File: config.mk
export PLATFORM = sky130hd
export DESIGN_NAME = vsw_route_ctrl
export DESIGN_NICKNAME = d
export VERILOG_FILES = /design/src/rtl/vsw_pkg.sv /design/src/rtl/vsw_cfg_sync.sv /design/src/rtl/vsw_cfg_regs.sv /design/src/rtl/vsw_sink_path.sv /design/src/rtl/vsw_hpd_route.sv /design/src/rtl/vsw_route_ctrl.sv
export SDC_FILE = /design/constraint.sdc
export NUM_CORES = 1
export LEC_CHECK = 0
export ABC_CLOCK_PERIOD_IN_PS = 3400
export BUFFER_PORTS_ARGS = -buffer_cell sky130_fd_sc_hd__buf_4
export CAP_MARGIN = 25
export CORE_MARGIN = 2
export CORE_UTILIZATION = 50
export DETAILED_ROUTE_END_ITERATION = 12
export PLACE_DENSITY = 0.81
export SYNTH_ARGS = -nofsm -noshare
export SYNTH_HDL_FRONTEND = slang
export SYNTH_HIERARCHICAL = 1
export SYNTH_SLANG_ARGS = --single-unit
File: constraint.sdc
create_clock -name clk -period 3.4 [get_ports clk]
set_input_delay 0 -clock clk [delete_from_list [all_inputs] [get_ports clk]]
set_output_delay 0 -clock clk [all_outputs]
set_load 0.03 [all_outputs]
File: src/rtl/vsw_pkg.sv
package vsw_pkg;
  localparam int SRC_N    = 4;
  localparam int SNK_N    = 2;
  localparam int SEL_W    = $clog2(SRC_N);
  localparam int DATA_W   = 8;
  localparam int ADDR_W   = 8;
  localparam int OE_BIT   = SEL_W;
  localparam int DDC_BIT  = SEL_W + 1;
  localparam int GATE_BIT = 4;
  localparam int PRIO_BIT = 5;
  localparam int GLOB_ADDR = SNK_N + 1;

  typedef struct packed {
    logic             ddc_en;
    logic             oe_n;
    logic [SEL_W-1:0] sel;
  } sink_cfg_t;

  typedef struct packed {
    logic prio;
    logic pwr_gate;
  } glob_cfg_t;

  localparam sink_cfg_t SINK_RST = '{ddc_en: 1'b0, oe_n: 1'b0, sel: {SEL_W{1'b1}}};
  localparam glob_cfg_t GLOB_RST = '{prio: 1'b0, pwr_gate: 1'b1};

  function automatic sink_cfg_t unpack_sink(input logic [DATA_W-1:0] d);
    sink_cfg_t c;
    c.sel    = d[SEL_W-1:0];
    c.oe_n   = d[OE_BIT];
    c.ddc_en = d[DDC_BIT];
    return c;
  endfunction

  function automatic glob_cfg_t unpack_glob(input logic [DATA_W-1:0] d);
    glob_cfg_t g;
    g.prio     = d[PRIO_BIT];
    g.pwr_gate = d[GATE_BIT];
    return g;
  endfunction

  function automatic logic pick_pwr(input logic [SRC_N-1:0] pwr, input logic [SEL_W-1:0] sel);
    return pwr[sel];
  endfunction

  function automatic logic hs_enable(input sink_cfg_t c, input logic pwr_sel);
    return ~c.oe_n & pwr_sel;
  endfunction

  function automatic logic ddc_enable(input sink_cfg_t c, input logic pwr_sel, input logic gate);
    return c.ddc_en & (pwr_sel | ~gate);
  endfunction
endpackage

File: src/rtl/vsw_cfg_sync.sv
module vsw_cfg_sync #(
  parameter int W = 8
) (
  input  logic         clk,
  input  logic         rst_n,
  input  logic [W-1:0] din,
  output logic [W-1:0] dout
);
  logic [W-1:0] stage1_q, stage2_q;
  logic [1:0]   warm_q;

  always_ff @(posedge clk or negedge rst_n) begin
    if (!rst_n) begin
      stage1_q <= '0;
      stage2_q <= '0;
      warm_q   <= '0;
    end else begin
      stage1_q <= din;
      stage2_q <= stage1_q;
      if (warm_q != 2'd2) warm_q <= warm_q + 2'd1;
    end
  end

  assign dout = stage2_q;

  // output equals the input sampled two edges earlier
  assert_two_edge_latency_R9: assert property (@(posedge clk) disable iff (!rst_n)
    (warm_q == 2'd2) |-> (dout == $past(din, 2)));
endmodule

File: src/rtl/vsw_cfg_regs.sv
module vsw_cfg_regs
  import vsw_pkg::*;
(
  input  logic                        clk,
  input  logic                        rst_n,
  input  logic                        we,
  input  logic [ADDR_W-1:0]           addr,
  input  logic [DATA_W-1:0]           wdata,
  output sink_cfg_t [SNK_N-1:0]       sink_q,
  output glob_cfg_t                   glob_q
);
  logic [SNK_N-1:0] sink_hit;
  logic             glob_hit;

  always_comb begin
    for (int k = 0; k < SNK_N; k++) sink_hit[k] = we && (addr == ADDR_W'(k + 1));
    glob_hit = we && (addr == ADDR_W'(GLOB_ADDR));
  end

  for (genvar k = 0; k < SNK_N; k++) begin : g_sink_reg
    always_ff @(posedge clk or negedge rst_n) begin
      if (!rst_n)           sink_q[k] <= SINK_RST;
      else if (sink_hit[k]) sink_q[k] <= unpack_sink(wdata);
    end

    assert_sink_write_R8: assert property (@(posedge clk) disable iff (!rst_n)
      (we && addr == ADDR_W'(k + 1)) |=> (sink_q[k].sel == $past(wdata[SEL_W-1:0])
                                         && sink_q[k].oe_n == $past(wdata[OE_BIT])));
    assert_sink_hold_R8: assert property (@(posedge clk) disable iff (!rst_n)
      !(we && addr == ADDR_W'(k + 1)) |=> $stable(sink_q[k]));
  end

  always_ff @(posedge clk or negedge rst_n) begin
    if (!rst_n)        glob_q <= GLOB_RST;
    else if (glob_hit) glob_q <= unpack_glob(wdata);
  end
endmodule

File: src/rtl/vsw_sink_path.sv
module vsw_sink_path
  import vsw_pkg::*;
(
  input  logic             clk,
  input  logic             rst_n,
  input  sink_cfg_t        cfg,
  input  logic [SRC_N-1:0] src_pwr,
  input  logic             gate,
  output logic             hs_en,
  output logic             ddc_en,
  output logic             pwr_sel
);
  always_comb begin
    pwr_sel = pick_pwr(src_pwr, cfg.sel);
    hs_en   = hs_enable(cfg, pwr_sel);
    ddc_en  = ddc_enable(cfg, pwr_sel, gate);
  end

  assert_hs_needs_power_R2: assert property (@(posedge clk) disable iff (!rst_n)
    hs_en |-> (src_pwr[cfg.sel] && !cfg.oe_n));
  assert_ddc_needs_grant_R5: assert property (@(posedge clk) disable iff (!rst_n)
    ddc_en |-> cfg.ddc_en);
  assert_ddc_gated_R5: assert property (@(posedge clk) disable iff (!rst_n)
    (gate && !src_pwr[cfg.sel]) |-> !ddc_en);
endmodule

File: src/rtl/vsw_hpd_route.sv
module vsw_hpd_route
  import vsw_pkg::*;
(
  input  logic                        clk,
  input  logic                        rst_n,
  input  logic [SNK_N*SEL_W-1:0]      sel_flat,
  input  logic [SNK_N-1:0]            snk_hpd,
  input  logic                        prio,
  output logic [SRC_N-1:0]            src_hpd
);
  logic [SRC_N-1:0][SNK_N-1:0] claim;

  always_comb begin
    for (int s = 0; s < SRC_N; s++) begin
      for (int k = 0; k < SNK_N; k++)
        claim[s][k] = (sel_flat[k*SEL_W +: SEL_W] == SEL_W'(s));
      src_hpd[s] = claim[s][prio] ? snk_hpd[prio] : |(claim[s] & snk_hpd);
    end
  end

  for (genvar s = 0; s < SRC_N; s++) begin : g_chk
    assert_unselected_low_R3: assert property (@(posedge clk) disable iff (!rst_n)
      (sel_flat[SEL_W-1:0] != SEL_W'(s) && sel_flat[2*SEL_W-1:SEL_W] != SEL_W'(s))
        |-> !src_hpd[s]);
    assert_shared_follows_prio_R4: assert property (@(posedge clk) disable iff (!rst_n)
      (sel_flat[SEL_W-1:0] == SEL_W'(s) && sel_flat[2*SEL_W-1:SEL_W] == SEL_W'(s))
        |-> (src_hpd[s] == (prio ? snk_hpd[1] : snk_hpd[0])));
  end
endmodule

File: src/rtl/vsw_route_ctrl.sv
module vsw_route_ctrl
  import vsw_pkg::*;
(
  input  logic                     clk,
  input  logic                     rst_n,
  input  logic                     gpio_mode,
  input  logic [SNK_N*SEL_W-1:0]   gpio_sel,
  input  logic [SNK_N-1:0]         gpio_oe_n,
  input  logic [SNK_N-1:0]         gpio_ddc_en,
  input  logic                     gpio_prio,
  input  logic                     reg_we,
  input  logic [ADDR_W-1:0]        reg_addr,
  input  logic [DATA_W-1:0]        reg_wdata,
  input  logic [SRC_N-1:0]         src_pwr,
  input  logic [SNK_N-1:0]         snk_hpd,
  output logic [SRC_N-1:0]         src_hpd,
  output logic [SRC_N-1:0]         src_ddc_en,
  output logic [SNK_N*SEL_W-1:0]   snk_sel,
  output logic [SNK_N-1:0]         snk_hs_en,
  output logic [SNK_N-1:0]         snk_ddc_en,
  output logic [SNK_N-1:0]         snk_pwr
);
  localparam int PIN_W = 2 + 2*SNK_N + SNK_N*SEL_W;

  logic [PIN_W-1:0]      pin_raw, pin_sync;
  logic                  mode_s, prio_s;
  logic [SNK_N-1:0]      oe_n_s, ddc_s;
  logic [SNK_N*SEL_W-1:0] sel_s;

  sink_cfg_t [SNK_N-1:0] reg_sink, pin_sink, live_sink;
  glob_cfg_t             reg_glob;
  logic                  live_prio, live_gate;

  assign pin_raw = {gpio_mode, gpio_prio, gpio_ddc_en, gpio_oe_n, gpio_sel};

  vsw_cfg_sync #(.W(PIN_W)) i_sync (
    .clk (clk), .rst_n (rst_n), .din (pin_raw), .dout (pin_sync)
  );

  assign {mode_s, prio_s, ddc_s, oe_n_s, sel_s} = pin_sync;

  vsw_cfg_regs i_regs (
    .clk (clk), .rst_n (rst_n), .we (reg_we), .addr (reg_addr),
    .wdata (reg_wdata), .sink_q (reg_sink), .glob_q (reg_glob)
  );

  always_comb begin
    for (int k = 0; k < SNK_N; k++) begin
      pin_sink[k].sel    = sel_s[k*SEL_W +: SEL_W];
      pin_sink[k].oe_n   = oe_n_s[k];
      pin_sink[k].ddc_en = ddc_s[k];
    end
    live_sink = mode_s ? pin_sink : reg_sink;
    live_prio = mode_s ? prio_s : reg_glob.prio;
    live_gate = mode_s | reg_glob.pwr_gate;
  end

  for (genvar k = 0; k < SNK_N; k++) begin : g_sink
    assign snk_sel[k*SEL_W +: SEL_W] = live_sink[k].sel;
    vsw_sink_path i_path (
      .clk (clk), .rst_n (rst_n), .cfg (live_sink[k]), .src_pwr (src_pwr),
      .gate (live_gate), .hs_en (snk_hs_en[k]), .ddc_en (snk_ddc_en[k]),
      .pwr_sel (snk_pwr[k])
    );
  end

  vsw_hpd_route i_hpd (
    .clk (clk), .rst_n (rst_n), .sel_flat (snk_sel), .snk_hpd (snk_hpd),
    .prio (live_prio), .src_hpd (src_hpd)
  );

  assign src_ddc_en = src_pwr;

  // pin mode never lets the DDC path open without source power
  assert_pin_mode_gates_R6: assert property (@(posedge clk) disable iff (!rst_n)
    (mode_s && !snk_pwr[0]) |-> !snk_ddc_en[0]);
endmodule

# Word level (Yosys, flattened, before mapping)
# Index checks and enable logic that the tools add are counted.
[op_classes] n_lt_le_gt_ge=3 eq_ne=9 n_mux=20 n_bitwise=14 n_reduce_logical=9
[ops] cell="2-to-1 mux 1 bit" n=17
[ops] cell="== test 8 x 2 -> 1 bit, second input constant" n=2
[ops] cell="bitwise AND 2 bit" n=4
[ops] cell="== test 2 bit, second input constant" n=4
[ops] cell="== test 8 x 1 -> 1 bit, second input constant" n=1
[ops] cell="2-to-1 mux 8 bit" n=1
[ops] cell="OR reduction 2 bit" n=4
[ops] cell="less-than comparator 2 x 3 -> 1 bit, second input constant" n=2
[ops] cell="bitwise AND 1 bit" n=4
[ops] cell="binary-select mux 1 bit (select 2 bit)" n=2
[ops] cell="== test 2 x 1 -> 1 bit, second input constant" n=2
[ops] cell="logical NOT 2 bit" n=2
[ops] cell="logical AND 1 bit" n=3
[ops] cell="NOT 1 bit" n=3
[ops] cell="bitwise OR 1 bit" n=3
[ops] cell="less-than comparator 1 x 2 -> 1 bit, second input constant" n=1
[totals] register_bits=30 elab_cells=65

# Logic depth before layout (Yosys ltp)
[logic_depth] ltp_word=5 mapped_depth=4 mapped_depth_nobuf=3

# Cells and area by module
# Netlist, hierarchy kept.
[modules_own_cells] mod="vsw_cfg_sync" instances=1 cells_per_inst=20 area_per_inst_um2=500.5 seq_area_each_um2=500.5
[modules_own_cells] mod="vsw_cfg_regs" instances=1 cells_per_inst=25 area_per_inst_um2=421.7 seq_area_each_um2=256.5
[modules_own_cells] mod="vsw_route_ctrl" instances=1 cells_per_inst=19 area_per_inst_um2=212.7 seq_area_each_um2=0.0
[modules_own_cells] mod="vsw_sink_path" instances=2 cells_per_inst=7 area_per_inst_um2=82.6 seq_area_each_um2=0.0
[modules_own_cells] mod="vsw_hpd_route" instances=1 cells_per_inst=20 area_per_inst_um2=145.1 seq_area_each_um2=0.0

# Worst setup path before layout
# No wires, ideal clock.
[synth_path] path_kind="reg2out" startpoint="register i_sync.stage2_q[9] (netlist: i_sync/dout[9])" endpoint="output src_hpd[2]" t_arrival_ns=1.822 t_required_ns=3.400 path_slack_ns=1.578 path_stages_with_launch=5 n_path_buf=1 cell_sequence="dfrtp_1 buf_6 mux2_4 nor3b_1 o32ai_1"
[synth_between] elab_chain_len=5
[synth_rtl] element="start: declaration" line_no="vsw_cfg_sync.sv:9" rtl="logic [W-1:0] stage1_q, stage2_q;"
[synth_rtl] element="start signal: assignment" line_no="vsw_cfg_sync.sv:19" rtl="stage2_q <= stage1_q;"
[synth_rtl] element="2-to-1 mux 8 bit *" line_no="vsw_route_ctrl.sv:53" rtl="live_sink = mode_s ? pin_sink : reg_sink;"
[synth_rtl] element="net live_sink[1]" line_no="vsw_route_ctrl.sv:30" rtl="sink_cfg_t [SNK_N-1:0] reg_sink, pin_sink, live_sink;"
[synth_rtl] element="== test 2 bit *" line_no="vsw_hpd_route.sv:16" rtl="claim[s][k] = (sel_flat[k*SEL_W +: SEL_W] == SEL_W'(s));"
[synth_rtl] element="bitwise AND 2 bit or 2-to-1 mux 1 bit (tied branches)" line_no="vsw_hpd_route.sv:17" rtl="src_hpd[s] = claim[s][prio] ? snk_hpd[prio] : |(claim[s] & snk_hpd);"
[synth_rtl] element="OR reduction 2 bit or 2-to-1 mux 1 bit (tied branches)" line_no="vsw_hpd_route.sv:17"
[synth_rtl] element="2-to-1 mux 1 bit *" line_no="vsw_hpd_route.sv:17"
[synth_rtl] element="end: declaration" line_no="vsw_route_ctrl.sv:16" rtl="output logic [SRC_N-1:0] src_hpd,"
# The timed path passes the listed nets; every way through them passes the cells marked *. The select of a mux whose other input is x is not followed.

# Final worst setup path
[layout_path] startpoint="register i_sync.stage2_q[9] (netlist: i_sync/dout[9])" endpoint="output snk_ddc_en[0]"
[layout_between] elab_chain_len=5
[layout_rtl] element="2-to-1 mux 8 bit" line_no="vsw_route_ctrl.sv:53"
[layout_rtl] element="binary-select mux 1 bit (select 2 bit)" line_no="vsw_pkg.sv:43" rtl="return pwr[sel];"
[layout_rtl] element="2-to-1 mux 1 bit (not written as such)" line_no="vsw_pkg.sv:43"
[layout_rtl] element="bitwise OR 1 bit" line_no="vsw_pkg.sv:51" rtl="return c.ddc_en & (pwr_sel | ~gate);"
[layout_rtl] element="bitwise AND 1 bit *" line_no="vsw_pkg.sv:51"
[layout_rtl] element="end: declaration" line_no="vsw_route_ctrl.sv:20" rtl="output logic [SNK_N-1:0] snk_ddc_en,"
# Mark *: on every way between the ends. The rest lies on a longest branch, timed or not. The select of a mux whose other input is x is not followed.

==> results.sh <==
export IMPL_hold_viol=0
export IMPL_cts_root_buf="clkbuf_4"
export IMPL_syn_nets=133
export IMPL_grt_first_pass_wirelength_um=4630
export IMPL_ff2ff_path_depth=1
export IMPL_num_vias=1004
export IMPL_period_needed_ns=2.19
export IMPL_finalWorstSetupSlack_ns=1.21
export IMPL_crit_arrival_ns=2.19
export IMPL_num_io_pins=53
export IMPL_worstSetupStartpoint="i_sync/dout[9]"
export IMPL_grt_overflow=0
export IMPL_cp_end_kind="output port"
export IMPL_slew_headroom_pct=63.3
export IMPL_ant_nets=0
export IMPL_timing_rr_end="i_regs/sink_q[6]"
export IMPL_wl_met3_um=146
export IMPL_setup_viol=0
export IMPL_pre_cts_slack_ns=1.55
export IMPL_die_w_um=57.8
export IMPL_htreeDepth=2
export IMPL_whs_ns=0.0916
export IMPL_cts_buffers=5
export IMPL_antenna_found_initial=0
export IMPL_drt_pass1_iterations=4
export IMPL_p_per_area_nw_per_um2=371
export IMPL_netlist_area_sq_um=1450
export IMPL_wl_met2_um=1510
export IMPL_dr_max_layer_used="met4"
export IMPL_wl_met1_um=1130
export IMPL_grt_start_max_net_pins=31
export IMPL_synth_ff_type="dfrtp_1"
export IMPL_start_util_pct=52.4
export IMPL_cts_path_max_buffers=2
export IMPL_hold_path_class="input pin to flip-flop"
export IMPL_synth_most_common_cell="dfrtp_1"
export IMPL_cts_sinks=30
export IMPL_skew_ns=0.00391
export IMPL_fin_crit_sh_pct=64.4
export IMPL_synthArstFlopShare_pct=100
export IMPL_synth_area_top_cells="dfrtp_1, mux2_4, mux2_2"
export IMPL_ys_seq_area_share_pct=52.4
export IMPL_r2r_start="i_regs/sink_q[6]"
export IMPL_synth_edf_count=0
export IMPL_routed_via_density=5.15
export IMPL_yosys_area_top_type="dfrtp_1"
export IMPL_die_y_um=57.8
export IMPL_worst_setup_path_start_kind="flip-flop"
export IMPL_layout_nets=198
export IMPL_multiInputGateArea_sq_um=617
export IMPL_worstPathMaxFanout=12
export IMPL_fillers=193
export IMPL_tns_ns=0
export IMPL_p_leak_nw=0.942
export IMPL_drt_total_wl_um=2820
export IMPL_grt_usage_pct=18.6
export IMPL_syn_inst=98
export IMPL_worstMarginPinSlew_ns=0.550
export IMPL_rsz0062_at_grt="no"
export IMPL_fmax_mhz=457
export IMPL_rows=19
export IMPL_maxSlewViolCount=0
export IMPL_place_congestion=0.752
export IMPL_min_path_cells=3
export IMPL_layout_cells_non_filler=195
export IMPL_die_area_sq_um=3340
export IMPL_cts_tree="built"
export IMPL_postCtsSetupBuffers=0
export IMPL_irDropWorstVdd_mv=0.344
export IMPL_portBuffers=50
export IMPL_synth_common_cells="dfrtp_1, mux2_2, mux2_4, buf_4, dfstp_2"
export IMPL_drt_initial_drc_count=29
export IMPL_power_uw=745
export IMPL_seqCellArea_sq_um=757
export IMPL_fp_coreArea_sq_um=2760
export IMPL_dp_cells=170
export IMPL_layout_drive_gt1_share_pct=55.5
export IMPL_required_ns=3.40
export IMPL_timing_max_cap_violations=0
export IMPL_yosys_cell_types_count=26
export IMPL_area_growth_pct=38.9
export IMPL_synth_seq_cells=30
export IMPL_insertion_delay_ns=0.31
export IMPL_hpwl_um=2030
export IMPL_syn_avg_cell_area_sq_um=14.7
export IMPL_clk_pin_slew_ns=0.08
export IMPL_crit_path_end="snk_ddc_en[0]"
export IMPL_critical_path_class="flip-flop to output port"
export IMPL_drc=0
export IMPL_synthDominantCellAreaShare_pct=43.3
export IMPL_reg2reg_slack_ns=2.62
export IMPL_ys_warn_count=6
export IMPL_wl_per_cell_um=14.5
export IMPL_n_antenna_cell=0
export IMPL_grt_pass1_vias=1052
export IMPL_status="finished clean"
area by class of cell:
class | instances | area share, %
multi-input combinational | 59 | 30.7
sequential | 30 | 37.7
timing repair buffer | 67 | 27.2
tap | 31 | 1.93
clock buffer | 8 | 2.43
logic make-up after synthesis:
group | count (synthesis) | share of synthesized area, %
and+or+nand+nor | 28 | 15.8
buffers and inverters | 9 | 4.94
muxes | 25 | 23.4
AOI/OAI and AO/OA | 6 | 3.46
DFF | 30 | 52.4
layer usage:
metal	track usage (%)	up-vias
li1	-	487
met1	21.1	479
met2	32.3	33
met3	5.58	5
met4	7.97	0
met5	0	-
state kept, by name, indices dropped and copies added (netlist names):
signal / cells
i_regs/glob_q: 2
i_sync/dout: 10
i_regs/sink_q: 8
i_sync/stage1_q: 10
critical path, stage by stage (launching register included):
cell     delay (ns)
dfrtp_1        0.70
mux2_4         0.42
mux2_1         0.33
o221a_1        0.27
buf_4          0.17
cells in the final DEF, fill, tap and decap left out:
cell / instances
dfrtp_1: 25
and3b_1: 1
nand3b_1: 3
clkbuf_4: 5
mux2_4: 9
nand3_1: 2
o32ai_1: 1
mux2_2: 12
dfstp_2: 5
nor2b_4: 2
mux4_2: 2
or2_1: 1
nand2_1: 3
clkbuf_1: 3
nor3b_1: 4
dlygate4sd3_1: 17
mux2_1: 2
o22ai_1: 3
nand2b_2: 2
nor4_4: 1
or3b_1: 2
buf_4: 50
nor3_1: 1
o221a_1: 2
nand4_1: 1
and3b_2: 2
and3_2: 1
nand4b_1: 2
report_power, final:
part | switching, mW | internal (mW) | total [mW]
logic | 0.0805 | 0.0909 | 0.171
clock network | 0.106 | 0.0823 | 0.188
registers | 0.00919 | 0.376 | 0.386
total | 0.196 | 0.550 | 0.745
timing repair:
action                                  CTS  global route
hold buffers                             17             0
endpoints found under the hold margin    50             0
resized for setup                         0             0
endpoints found under the setup margin    0             0
worst min-delay path by stage:
stage | from | to | slack, ns
floorplan | rst_n | i_regs/glob_q[1] | -0.30
global placement | rst_n | i_sync/stage1_q[9] | -0.07
detailed placement | rst_n | i_sync/dout[5] | -0.06
CTS | reg_addr[1] | i_regs/glob_q[1] | 0.07
global route | reg_addr[1] | i_regs/glob_q[0] | 0.09
finish | reg_addr[1] | i_regs/glob_q[1] | 0.09
through the flow:
step	util (%)	area, sq um
floorplan	-	1450
global placement	64.8	1790
detailed placement	64.8	1790
CTS	72.8	2010
global route	72.8	2010
finish	72.8	2010
(Power assumes the default switching activity.)
